[config.mk]
export PLATFORM = sky130hd
export DESIGN_NAME = i2c_txn_seq
export DESIGN_NICKNAME = d
export VERILOG_FILES = /design/src/rtl/i2c_txn_seq.sv
export SDC_FILE = /design/constraint.sdc
export NUM_CORES = 1
export LEC_CHECK = 0
export ABC_AREA = 1
export BUFFER_PORTS_ARGS = -buffer_cell sky130_fd_sc_hd__buf_2
export CORE_MARGIN = 2
export CORE_UTILIZATION = 54
export CTS_CLUSTER_DIAMETER = 40
export CTS_CLUSTER_SIZE = 10
export DETAILED_ROUTE_END_ITERATION = 10
export GPL_TIMING_DRIVEN = 0
export PLACE_DENSITY = 0.75
export SYNTH_ARGS = -nofsm -noshare
export SYNTH_HDL_FRONTEND = slang
export SYNTH_SLANG_ARGS = --single-unit
[constraint.sdc]
create_clock -name clk -period 2.3 [get_ports clk]
set_clock_uncertainty 0.15 [all_clocks]
set_input_delay 0.23 -clock clk [delete_from_list [all_inputs] [get_ports clk]]
set_output_delay 0.23 -clock clk [all_outputs]
set_load 0.03 [all_outputs]
[src/rtl/i2c_txn_seq.sv]
module i2c_txn_seq #(
  parameter int DEPTH = 14,
  localparam int IW = (DEPTH > 1) ? $clog2(DEPTH) : 1,
  localparam int LW = $clog2(DEPTH + 1)
) (
  input  logic          clk,
  input  logic          rst_n,
  input  logic          cmd_valid,
  input  logic [6:0]    cmd_addr,
  input  logic          cmd_read,
  input  logic [LW-1:0] cmd_len,
  input  logic          cmd_chain,
  output logic          cmd_reject,
  input  logic          tx_we,
  input  logic [IW-1:0] tx_idx,
  input  logic [7:0]    tx_data,
  input  logic [IW-1:0] rx_idx,
  output logic [7:0]    rx_data,
  input  logic          eng_evt,
  input  logic [7:0]    eng_status,
  input  logic [7:0]    eng_rdata,
  output logic          eng_go,
  output logic [2:0]    eng_op,
  output logic [7:0]    eng_wdata,
  output logic          busy,
  output logic [2:0]    mode,
  output logic [7:0]    result
);
  typedef enum logic [2:0] {M_READY = 3'd0, M_INIT = 3'd1, M_RSS = 3'd2, M_MT = 3'd3, M_MR = 3'd4} mode_t;
  localparam logic [2:0] OP_START = 3'd1, OP_SEND = 3'd2, OP_ACK = 3'd3, OP_NACK = 3'd4, OP_STOP = 3'd5;

  mode_t         mode_q;
  logic [7:0]    res_q, wd_q;
  logic [2:0]    op_q;
  logic          go_q, rej_q, rd_q, chain_q;
  logic [6:0]    addr_q;
  logic [LW-1:0] len_q, pos_q, rxi_q;
  logic [7:0]    txm [DEPTH];
  logic [7:0]    rxm [DEPTH];

  logic          idle, len_ok, accept, more, ack_more, rx_we, ev;
  logic [LW:0]   total;
  logic [7:0]    next_byte;

  assign idle      = (mode_q == M_READY) || (mode_q == M_RSS);
  assign busy      = !idle;
  assign len_ok    = cmd_read ? (cmd_len != '0 && cmd_len < LW'(DEPTH)) : (cmd_len <= LW'(DEPTH));
  assign accept    = cmd_valid && idle && len_ok;
  assign ev        = eng_evt && busy;
  assign total     = rd_q ? (LW+1)'(1) : (LW+1)'(len_q) + (LW+1)'(1);
  assign more      = (LW+1)'(pos_q) < total;
  assign next_byte = (pos_q == '0) ? {addr_q, rd_q} : txm[IW'(pos_q - 1'b1)];
  assign ack_more  = ((LW+1)'(rxi_q) + (LW+1)'(2)) < (LW+1)'(len_q);
  assign rx_we     = ev && (eng_status == 8'h50 || eng_status == 8'h58) && rxi_q < LW'(DEPTH);

  assign cmd_reject = rej_q;
  assign eng_go     = go_q;
  assign eng_op     = op_q;
  assign eng_wdata  = wd_q;
  assign mode       = mode_q;
  assign result     = res_q;
  assign rx_data    = rxm[rx_idx];

  always_ff @(posedge clk) begin
    if (tx_we) txm[tx_idx] <= tx_data;
    if (rx_we) rxm[IW'(rxi_q)] <= eng_rdata;
  end

  always_ff @(posedge clk) begin
    if (!rst_n) begin
      mode_q <= M_READY; res_q <= 8'hFF; go_q <= 1'b0; rej_q <= 1'b0;
      op_q <= '0; wd_q <= '0; rd_q <= 1'b0; chain_q <= 1'b0;
      addr_q <= '0; len_q <= '0; pos_q <= '0; rxi_q <= '0;
    end else begin
      go_q  <= 1'b0;
      rej_q <= 1'b0;
      if (cmd_valid) begin
        if (accept) begin
          addr_q <= cmd_addr; rd_q <= cmd_read; chain_q <= cmd_chain; len_q <= cmd_len;
          rxi_q <= '0; res_q <= 8'hF8; mode_q <= M_INIT; go_q <= 1'b1;
          if (mode_q == M_RSS) begin
            op_q <= OP_SEND; wd_q <= {cmd_addr, cmd_read}; pos_q <= LW'(1);
          end else begin
            op_q <= OP_START; pos_q <= '0;
          end
        end else begin
          rej_q <= 1'b1;
        end
      end
      if (ev) begin
        case (eng_status)
          8'h08, 8'h18, 8'h28: begin
            if (eng_status == 8'h18) mode_q <= M_MT;
            go_q <= 1'b1;
            if (more) begin
              op_q <= OP_SEND; wd_q <= next_byte; pos_q <= pos_q + 1'b1; res_q <= 8'hF8;
            end else begin
              res_q <= 8'hFF;
              op_q <= chain_q ? OP_START : OP_STOP;
              if (!chain_q) mode_q <= M_READY;
            end
          end
          8'h10: mode_q <= M_RSS;
          8'h40: begin
            mode_q <= M_MR; go_q <= 1'b1;
            op_q <= (len_q > LW'(1)) ? OP_ACK : OP_NACK;
          end
          8'h50: begin
            rxi_q <= rxi_q + 1'b1; go_q <= 1'b1;
            op_q <= ack_more ? OP_ACK : OP_NACK;
          end
          8'h58, 8'h20, 8'h30, 8'h38, 8'h48: begin
            if (eng_status == 8'h58) begin
              rxi_q <= rxi_q + 1'b1; res_q <= 8'hFF;
            end else begin
              res_q <= eng_status;
            end
            go_q <= 1'b1;
            op_q <= chain_q ? OP_START : OP_STOP;
            if (!chain_q) mode_q <= M_READY;
          end
          default: ;
        endcase
      end
    end
  end

  p_busy_refused_r1: assert property (@(posedge clk) disable iff (!rst_n)
    cmd_valid && busy |=> cmd_reject);
  p_read_done_ff_r2: assert property (@(posedge clk) disable iff (!rst_n)
    ev && eng_status == 8'h58 |=> result == 8'hFF);
  p_repstart_holds_r4: assert property (@(posedge clk) disable iff (!rst_n)
    ev && eng_status == 8'h10 |=> !eng_go && mode_q == M_RSS);
  p_single_read_nack_r5: assert property (@(posedge clk) disable iff (!rst_n)
    ev && eng_status == 8'h40 && len_q == LW'(1) |=> eng_go && eng_op == OP_NACK);
  p_fail_stops_r7: assert property (@(posedge clk) disable iff (!rst_n)
    ev && eng_status == 8'h48 && !chain_q |=> eng_go && eng_op == OP_STOP && mode_q == M_READY && result == 8'h48);
  p_direct_addr_r8: assert property (@(posedge clk) disable iff (!rst_n)
    cmd_valid && mode_q == M_RSS && !cmd_read && cmd_len == '0 |=> eng_go && eng_op == OP_SEND && eng_wdata[0] == 1'b0);
  p_zero_read_refused_r10: assert property (@(posedge clk) disable iff (!rst_n)
    cmd_valid && idle && cmd_read && cmd_len == '0 |=> cmd_reject && $stable(mode_q) && $stable(res_q));
endmodule

# ---- Word-level counts from Yosys, hierarchy flattened
# Memories as Yosys holds them, arrays and structs flattened.
# Cells that the tools add are included.
dict set report classes {
  addsub 5
  order_cmp 6
  n_eq_ne 12
  n_mux 52
  n_reduce_logical 17
}
# operator n
set ops {}
lappend ops {{8-bit 2-to-1 mux} 11}
lappend ops {{3-bit 2-to-1 mux} 15}
lappend ops {{4-bit 2-to-1 mux} 9}
lappend ops {{8-bit by 6-bit == test with 1-bit output, second input constant} 4}
lappend ops {{8-bit by 7-bit == test with 1-bit output, second input constant} 4}
lappend ops {{3-bit one-hot mux with 4 select lines} 2}
lappend ops {{8-bit by 5-bit == test with 1-bit output, second input constant} 2}
lappend ops {{8-bit one-hot mux with 2 select lines} 1}
lappend ops {{1-bit 2-to-1 mux} 11}
lappend ops {{10-bit OR reduction} 1}
lappend ops {{4-bit by 1-bit adder with 4-bit output, second input constant} 2}
lappend ops {{8-bit by 4-bit == test with 1-bit output, second input constant} 1}
lappend ops {{4-bit < comparator, second input constant} 2}
lappend ops {{4-bit one-hot mux with 2 select lines} 1}
lappend ops {{1-bit logical AND} 6}
lappend ops {{4-bit by 1-bit adder with 5-bit output, second input constant} 1}
lappend ops {{4-bit by 2-bit adder with 5-bit output, second input constant} 1}
lappend ops {{4-bit by 5-bit < comparator with 1-bit output} 1}
lappend ops {{5-bit by 4-bit < comparator with 1-bit output} 1}
lappend ops {{5-bit 2-to-1 mux} 1}
lappend ops {{5-bit OR reduction} 1}
lappend ops {{4-bit by 1-bit > comparator with 1-bit output, second input constant} 1}
lappend ops {{4-bit <= comparator, second input constant} 1}
lappend ops {{4-bit zero test} 1}
lappend ops {{9 further kinds} 11}
dict set report totals {
  register_bits 45
  ram_bits 224
  inputBits 50
  out_inout_bits 33
  elab_cells 106
  mem_count 2
}
# name depth word_bits rd rd_ports_with_merged_regs wr line
set memory_table {}
lappend memory_table {rxm 14 8 1 0 1 39} ;# logic [7:0] rxm [DEPTH];
lappend memory_table {txm 14 8 1 0 1 38} ;# logic [7:0] txm [DEPTH];

# ---- Logic depth before layout (Yosys ltp)
# Gate-level depths: netlist (run 1).
dict set report depth {
  depth_word 11
  mapped_depth 15
  mapped_depth_nobuf 15
}

# ---- Least setup slack after synthesis (run 1)
# OpenSTA, ideal clock, no wires.
dict set report synth_path {
  path_type {register to register}
  startpoint {register mode_q[0] (netlist: mode[0])}
  endpoint {memory rxm[12][0], enable pin}
  setup_ns 0.383
  arrival_time_ns 2.125
  t_required_ns 1.767
  slack_ns -0.359
  stages_incl_launch_ff 10
  n_path_buf 1
  synth_period_minus_slack_ns 2.659
  cell_sequence {dfxtp_1 > inv_1 > nand2_2 > nand2_1 > inv_2 > buf_4 > nand2_2 > a31oi_4 > nand2_1 > nor3_1}
}
dict set report synth_between {
  elab_chain_cells 8
  word_cells_on_any_way 9
  classes_between {eq/ne (1); mux (2); reduce/logical (6)}
}
# element line
set synth_lines {}
lappend synth_lines {{from (decl)} 32} ;# mode_t mode_q;
lappend synth_lines {{from (signal assigned)} 71} ;# mode_q <= M_READY; res_q <= 8'hFF; go_q <= 1'b0; rej_q <= 1'b0;
lappend synth_lines {{from (signal assigned)} 80} ;# rxi_q <= '0; res_q <= 8'hF8; mode_q <= M_INIT; go_q <= 1'b1;
lappend synth_lines {{from (signal assigned)} 93} ;# if (eng_status == 8'h18) mode_q <= M_MT;
lappend synth_lines {{3-bit by 2-bit == test with 1-bit output or 3-bit zero test (tied branches)} 45} ;# assign idle = (mode_q == M_READY) || (mode_q == M_RSS);
lappend synth_lines {{1-bit logical OR (*)} 45}
lappend synth_lines {{1-bit zero test (*)} 46} ;# assign busy = !idle;
lappend synth_lines {{net busy} 25} ;# output logic busy,
lappend synth_lines {{1-bit logical AND (*)} 49} ;# assign ev = eng_evt && busy;
lappend synth_lines {{1-bit logical AND (*) (2 in series)} 54} ;# assign rx_we = ev && (eng_status == 8'h50 || eng_status == 8'h58) && rxi_q < LW'(DEPTH);
lappend synth_lines {{1-bit 2-to-1 mux (*)} 66} ;# if (rx_we) rxm[IW'(rxi_q)] <= eng_rdata;
lappend synth_lines {{1-bit 2-to-1 mux (implied by the code) (*)} 66}
lappend synth_lines {{to (decl)} 39}
# The timed path passes the listed nets; every way through them passes the cells marked *.

# ---- Worst setup path after layout (run 1)
dict set report layout_path {
  startpoint {register mode_q[0] (netlist: mode[0])}
  endpoint {memory rxm[6][0], enable pin}
}
dict set report layout_between {
  elab_chain_cells 8
  word_cells_on_any_way 9
  classes_between {eq/ne (1); mux (2); reduce/logical (6)}
}
# element line
set layout_lines {}
lappend layout_lines {{3-bit by 2-bit == test with 1-bit output or 3-bit zero test (tied branches)} 45}
lappend layout_lines {{1-bit logical OR (*)} 45}
lappend layout_lines {{1-bit zero test (*)} 46}
lappend layout_lines {{1-bit logical AND (*)} 49}
lappend layout_lines {{1-bit logical AND (*) (2 in series)} 54}
lappend layout_lines {{1-bit 2-to-1 mux (*)} 66}
lappend layout_lines {{1-bit 2-to-1 mux (implied by the code) (*)} 66}
# Mark *: on every way between the ends. The rest lies on a longest branch, timed or not.

==> impl_metrics.env, run 1 <==
export IMPL_antenna_found_initial=0
export IMPL_synth_edff_count=224
export IMPL_htree_levels=2
export IMPL_drive_gt1_share_pct=19.6
export IMPL_antennaDiodeCount=0
export IMPL_synth_flop_cell="edfxtp_1"
export IMPL_max_slew_margin_pct=49.5
export IMPL_drv_slew=0
export IMPL_violations="negative setup slack"
export IMPL_synth_seq_cells=269
export IMPL_p_sw_mw=2.51
export IMPL_status="finished with violations"
export IMPL_io_buffers=80
export IMPL_p_int_mw=8.82
export IMPL_cap_violations=0
export IMPL_num_rows=53
export IMPL_fmax_mhz=411
export IMPL_worstSetupPathType="flip-flop to flip-flop"
export IMPL_ios=83
export IMPL_finalSetupViolCount=81
export IMPL_synth_nets=1174
export IMPL_ys_warn_count=0
export IMPL_gp_congestion=0.878
export IMPL_clock_latency_ns=0.51
export IMPL_yosysTopAreaCellShare_pct=57.8
export IMPL_wl_um=29400
export IMPL_dp_cells=1463
export IMPL_post_drt_wl_per_cell_um=18.7
export IMPL_worstPathCellList="inv_1, nand2_2, nand2_1, inv_2, buf_4, nand2_2, a31oi_4, nand2_1, nor2_2"
export IMPL_syn_area_per_cell_um2=10.5
export IMPL_syn2layout_area_growth_pct=23.7
export IMPL_synth_distinct_cells=42
export IMPL_finalCriticalPeriod_ns=2.43
export IMPL_yosys_area_top_type="edfxtp_1"
export IMPL_die_area_um2=22800
export IMPL_design_core_area_um2=21100
export IMPL_cts_tree="built"
export IMPL_grt_pass1_wl_um=44700
export IMPL_worstSetupStartpointType="flip-flop"
export IMPL_fin_area_um2=14400
export IMPL_pre_cts_slack_ns=-0.776
export IMPL_pwr_share_clk_pct=46.3
export IMPL_track_usage_pct=25.7
export IMPL_nNetsFinal=1340
export IMPL_clk_pin_slew_ns=0.05
export IMPL_hold_slack_ns=0.0670
export IMPL_cts_buffer_depth=3
export IMPL_dpl_cell_area_um2=12400
export IMPL_netlist_instances=1108
export IMPL_syn_area_um2=11600
export IMPL_critPathMaxStageDelay_ns=0.49
export IMPL_grt_max_degree=16
export IMPL_critPathMaxFanout=10
export IMPL_endpoint_kind="flip-flop"
export IMPL_final_instance_count_excl_fill=1572
export IMPL_vias=8971
export IMPL_utilization_pct=68.3
export IMPL_cts_made_buffers=37
export IMPL_async_flop_share_pct=0
export IMPL_drt_iter0_drc=780
export IMPL_dr_pass1_iters=5
export IMPL_root_buffer="clkbuf_16"
export IMPL_sw_frac_of_total_pct=22.2
export IMPL_required_ns=2.29
export IMPL_synth_area_leaders="edfxtp_1 (58%), dfxtp_1 (7.7%), nor2_1 (7.0%)"
export IMPL_peakVddDrop_mv=0.745
export IMPL_grt_pass1_vias=8641
export IMPL_hold_viol=0
export IMPL_power_mw=11.3
export IMPL_grt_ovfl_total=0
export IMPL_rsz0062_at_grt="yes"
export IMPL_hpwl_um=18500
export IMPL_seqPwrFrac_pct=47.6
export IMPL_hold_path_class="input pin to flip-flop"
export IMPL_crit_arrival_ns=2.42
export IMPL_power_frac_comb_pct=6.2
export IMPL_setup_ws_ns=-0.131
export IMPL_tightest_slew_ns=0.755
export IMPL_remaining_drc_errors=0
export IMPL_crit_slowest_cell="nor2_2"
export IMPL_via_per_inst=5.71
export IMPL_die_x_um=151
export IMPL_tns_ns=-5.00
export IMPL_cts_sinks=269
export IMPL_finalCritPeriodShare_pct=106
export IMPL_drtAntennaViolNets=0
export IMPL_initial_utilization_pct=55.2
export IMPL_seq_area_frac_synth_pct=65.5
export IMPL_leakagePower_nw=5.46
export IMPL_cellPowerDensity_nw_per_um2=786
export IMPL_die_h_um=151
## Yosys cell counts (all sizes together), types with 16 or more instances
master and n:
a21oi 46, buf 21, clkbuf 29, dfxtp 45
edfxtp 224, ha 16, inv 64, nand2 153
nand3 56, nor2 222, o211ai 17, o21ai 165
## flip-flops by register name (all words and copies together) (netlist names), 3 cells and up
signal / cells
addr_q: 7
eng_op: 3
eng_wdata: 8
len_q: 4
mode: 3
pos_q: 4
result: 8
rxi_q: 4
rxm: 112
txm: 112
## routing by layer
layer / GRT usage [%] / vias up / part of all wire, %
met5: 0 / - / 0
met2: 42.8 / 432 / 49
met4: 9.02 / 0 / 3.0
met1: 34.4 / 4252 / 40
met3: 4.40 / 66 / 8.7
li1: - / 4221 / -
## cell type report
cell class	count	area, um2
timing repair buffer	129	937
buffer	48	264
clock buffer	49	991
inverter	65	246
fill	1491	6680
clock inverter	13	129
multi-input combinational	724	3850
tap	275	344
sequential	269	7640
## path summary, 6_finish.rpt
path	from	to	slack, ns	cells after the start
min reg2reg	result[0]	result[0]	0.31	2
min	eng_status[4]	mode[2]	0.07	6
max reg2reg	mode[0]	rxm[6][0]	-0.13	9
max	mode[0]	rxm[6][0]	-0.13	9
## cell families after synthesis
kind of cell,Yosys count,synth area share (%)
XOR/XNOR,5,0.602
adder cells (fa/ha/maj),16,1.72
AO/OA/AOI/OAI,259,12.5
buffers and inverters,115,4.12
flip-flops,269,65.5
AND/OR/NAND/NOR,444,15.5
## power groups by stage
| stage | clock, mW | combinational, mW | sequential (mW) |
|---|---|---|---|
| detailed placement | 0 | 0.617 | 5.48 |
| global placement | 0 | 0.606 | 5.48 |
| CTS | 5.26 | 0.672 | 5.38 |
| global route | 5.49 | 0.760 | 5.39 |
| floorplan | 0 | 0.338 | 5.50 |
| finish | 5.24 | 0.698 | 5.39 |
## what timing repair did
| action | in CTS | in global routing |
|---|---|---|
| setup endpoints to repair | 127 | 133 |
| hold buffers | 36 | 0 |
| gates resized for setup | 45 | 58 |
| pin swaps | 4 | 10 |
| setup buffers | 7 | 5 |
| endpoints found under the hold margin | 235 | 0 |
| gates cloned | 0 | 1 |
## cells in the final DEF (no fill, tap or decap), types with 4 or more instances in the layout
cell type / instances
edfxtp_1: 224
nor2_1: 205
nand2_1: 141
o21ai_0: 134
buf_2: 88
inv_1: 55
nand3_1: 48
dfxtp_1: 39
clkbuf_16: 38
dlygate4sd3_1: 36
clkbuf_1: 31
o21ai_1: 29
a21oi_1: 28
o211ai_1: 14
ha_1: 14
buf_4: 13
a21oi_2: 12
o22ai_1: 12
o221ai_1: 12
nand2_2: 10
nor2_4: 9
inv_2: 8
nor2_2: 8
nand3_2: 7
a21oi_4: 6
clkbuf_2: 6
nor3_1: 4
buf_6: 4
clkinv_2: 4
dfxtp_2: 4
buf_12: 4
## critical path, delay by kind of cell (launching register included)
family                 cells  cell delay, ns
AOI/OAI and AO/OA          1            0.20
buffers and inverters      3            0.34
and+or+nand+nor            5            1.02
DFF                        1            0.33
Note: power is estimated with default switching activity, not from simulation.
==> run 2: changes to the inputs <==
--- a/constraint.sdc
+++ b/constraint.sdc
@@ -3,3 +3,3 @@
 set_input_delay 0.23 -clock clk [delete_from_list [all_inputs] [get_ports clk]]
 set_output_delay 0.23 -clock clk [all_outputs]
-set_load 0.03 [all_outputs]
+set_load 0.1 [all_outputs]
==> impl_metrics.env, run 2 (same netlist as run 1, synthesis figures left out) <==
export IMPL_htree_levels=2
export IMPL_cts_sinks=269
export IMPL_dr_pass1_iters=6
export IMPL_layout_commonest_cell="edfxtp_1"
export IMPL_worstPathCellList="inv_4, nand2_8, nand2_4, inv_2, buf_6, nand2_2, a31oi_4, nand2_1, nor2_2"
export IMPL_ff2ff_path_depth=9
export IMPL_finalSetupViolCount=8
export IMPL_fillers=1532
export IMPL_grt_pass1_wl_um=45200
export IMPL_wl_met1_um=12000
export IMPL_die_area_um2=22800
export IMPL_met2_wirelength_um=14400
export IMPL_status="finished with violations"
export IMPL_top_layer_used="met4"
export IMPL_met3_length_um=2300
export IMPL_rr_startpoint="mode[0]"
export IMPL_nNetsFinal=1339
export IMPL_track_usage_pct=26.0
export IMPL_wl_um=29600
export IMPL_drtAntennaViolNets=0
export IMPL_cp_startpoint="mode[0]"
export IMPL_design_core_area_um2=21100
export IMPL_cellPowerDensity_nw_per_um2=790
export IMPL_grt_ovfl_total=0
export IMPL_required_ns=2.28
export IMPL_drv_slew=0
export IMPL_rsz0062_at_grt="yes"
export IMPL_reg2reg_to="rxm[7][7]"
export IMPL_endpoint_kind="flip-flop"
export IMPL_setup_ws_ns=-0.0309
export IMPL_worstSetupPathType="flip-flop to flip-flop"
export IMPL_cts_buffer_depth=3
export IMPL_via_per_inst=5.76
export IMPL_vias=9027
export IMPL_grt_max_degree=16
export IMPL_grt_pass1_vias=8696
export IMPL_syn2layout_area_growth_pct=23.7
export IMPL_final_instance_count_excl_fill=1568
export IMPL_finalCritPeriodShare_pct=101
export IMPL_crit_slowest_cell="nor2_2"
export IMPL_fmax_mhz=429
export IMPL_drt_iter0_drc=824
export IMPL_leakagePower_nw=5.44
export IMPL_power_mw=11.4
export IMPL_initial_utilization_pct=55.2
export IMPL_peakVddDrop_mv=0.759
export IMPL_num_rows=53
export IMPL_whs_path_depth=6
export IMPL_critPathMaxStageDelay_ns=0.48
export IMPL_utilization_pct=68.3
export IMPL_post_drt_wl_per_cell_um=18.8
export IMPL_dp_cells=1463
export IMPL_drive_gt1_share_pct=20.2
export IMPL_hold_path_class="input pin to flip-flop"
export IMPL_cts_tree="built"
export IMPL_crit_arrival_ns=2.31
export IMPL_gp_congestion=0.898
export IMPL_hpwl_um=18800
export IMPL_die_x_um=151
export IMPL_antennaDiodeCount=0
export IMPL_max_slew_margin_pct=45.1
export IMPL_crit_end="rxm[7][7]"
export IMPL_antenna_found_initial=0
export IMPL_ios=83
export IMPL_cts_made_buffers=36
export IMPL_critPathMaxFanout=10
export IMPL_seqCellArea_um2=7650
export IMPL_reg_top3="rxm x112, txm x112"
export IMPL_hold_slack_ns=0.0873
export IMPL_clk_pin_slew_ns=0.05
export IMPL_tightest_slew_ns=0.820
export IMPL_r2r_slack_ns=-0.03
export IMPL_remaining_drc_errors=0
export IMPL_final_cell_mix="edfxtp_1 (224), nor2_1 (204), nand2_1 (142)"
export IMPL_cap_violations=0
export IMPL_multi_input_area_um2=3870
export IMPL_die_h_um=151
export IMPL_root_buffer="clkbuf_16"
export IMPL_clock_latency_ns=0.52
export IMPL_io_buffers=80
export IMPL_worstSetupStartpointType="flip-flop"
export IMPL_violations="negative setup slack"
export IMPL_finalCriticalPeriod_ns=2.33
export IMPL_hold_viol=0
export IMPL_tns_ns=-0.193
[run 2: cell types whose count changed in the layout (fill, tap and decap cells not counted), moves of 4 or more]
cell,change
buf_2,-10
buf_6,+7
clkbuf_1,-7
o21ai_2,+7
buf_4,+6
clkbuf_2,+6
o21ai_0,-6
a21oi_1,+5
a21oi_4,-4
dfxtp_2,-4
dfxtp_4,+4
[run 2: what timing repair did]
action,CTS,global route
gates cloned,2,0
setup buffers,4,5
resized for setup,45,70
endpoints found under the setup margin,28,85
hold buffers,37,0
pin swaps,3,14
endpoints found under the hold margin,234,0
[run 2: critical path: cells and delay by family (launching register included)]
| kind | cells | cell delay, ns |
|---|---|---|
| buffers and inverters | 3 | 0.30 |
| AOI/OAI and AO/OA | 1 | 0.24 |
| DFF | 1 | 0.35 |
| and+or+nand+nor | 5 | 0.92 |
[run 2: how the worst min path moves through the flow]
stage	start	to	slack, ns
2_1_floorplan	eng_rdata[0]	rxm[0][0]	0.18
3_3_place_gp	result[2]	result[2]	0.29
3_5_place_dp	result[1]	result[1]	0.30
4_1_cts	eng_status[4]	mode[2]	0.07
5_1_grt	tx_idx[2]	txm[13][4]	0.17
6_report	eng_status[4]	mode[2]	0.09
[run 2: layout make-up]
class,count,share of cell area [%]
clock inverter,11,0.851
clock buffer,47,6.68
tap,275,2.39
timing repair buffer,127,6.23
buffer,49,2.01
multi-input combinational,725,26.9
sequential,269,53.1
inverter,65,1.82
[run 2: per-layer routing]
layer	global-route usage, %	vias to the layer above
met2	43.9	457
met5	0	-
met1	34.0	4280
li1	-	4207
met4	8.93	0
met3	5.03	83
[run 2: report_power, final]
group          leakage (nW)  switching (mW)  internal (mW)  total (mW)
clock network         0.527            1.94           3.15        5.10
registers              2.39          0.0386           5.35        5.39
logic                  2.53           0.642          0.253       0.895
total                  5.44            2.62           8.76        11.4
[run 2: through the flow]
step / setup slack, ns / cell area [um2]
floorplan: -0.0954 / 11800
global placement: -0.752 / 12500
detailed placement: -0.723 / 12500
CTS: -0.00152 / 14100
global route: -0.132 / 14400
finish: -0.0309 / 14400
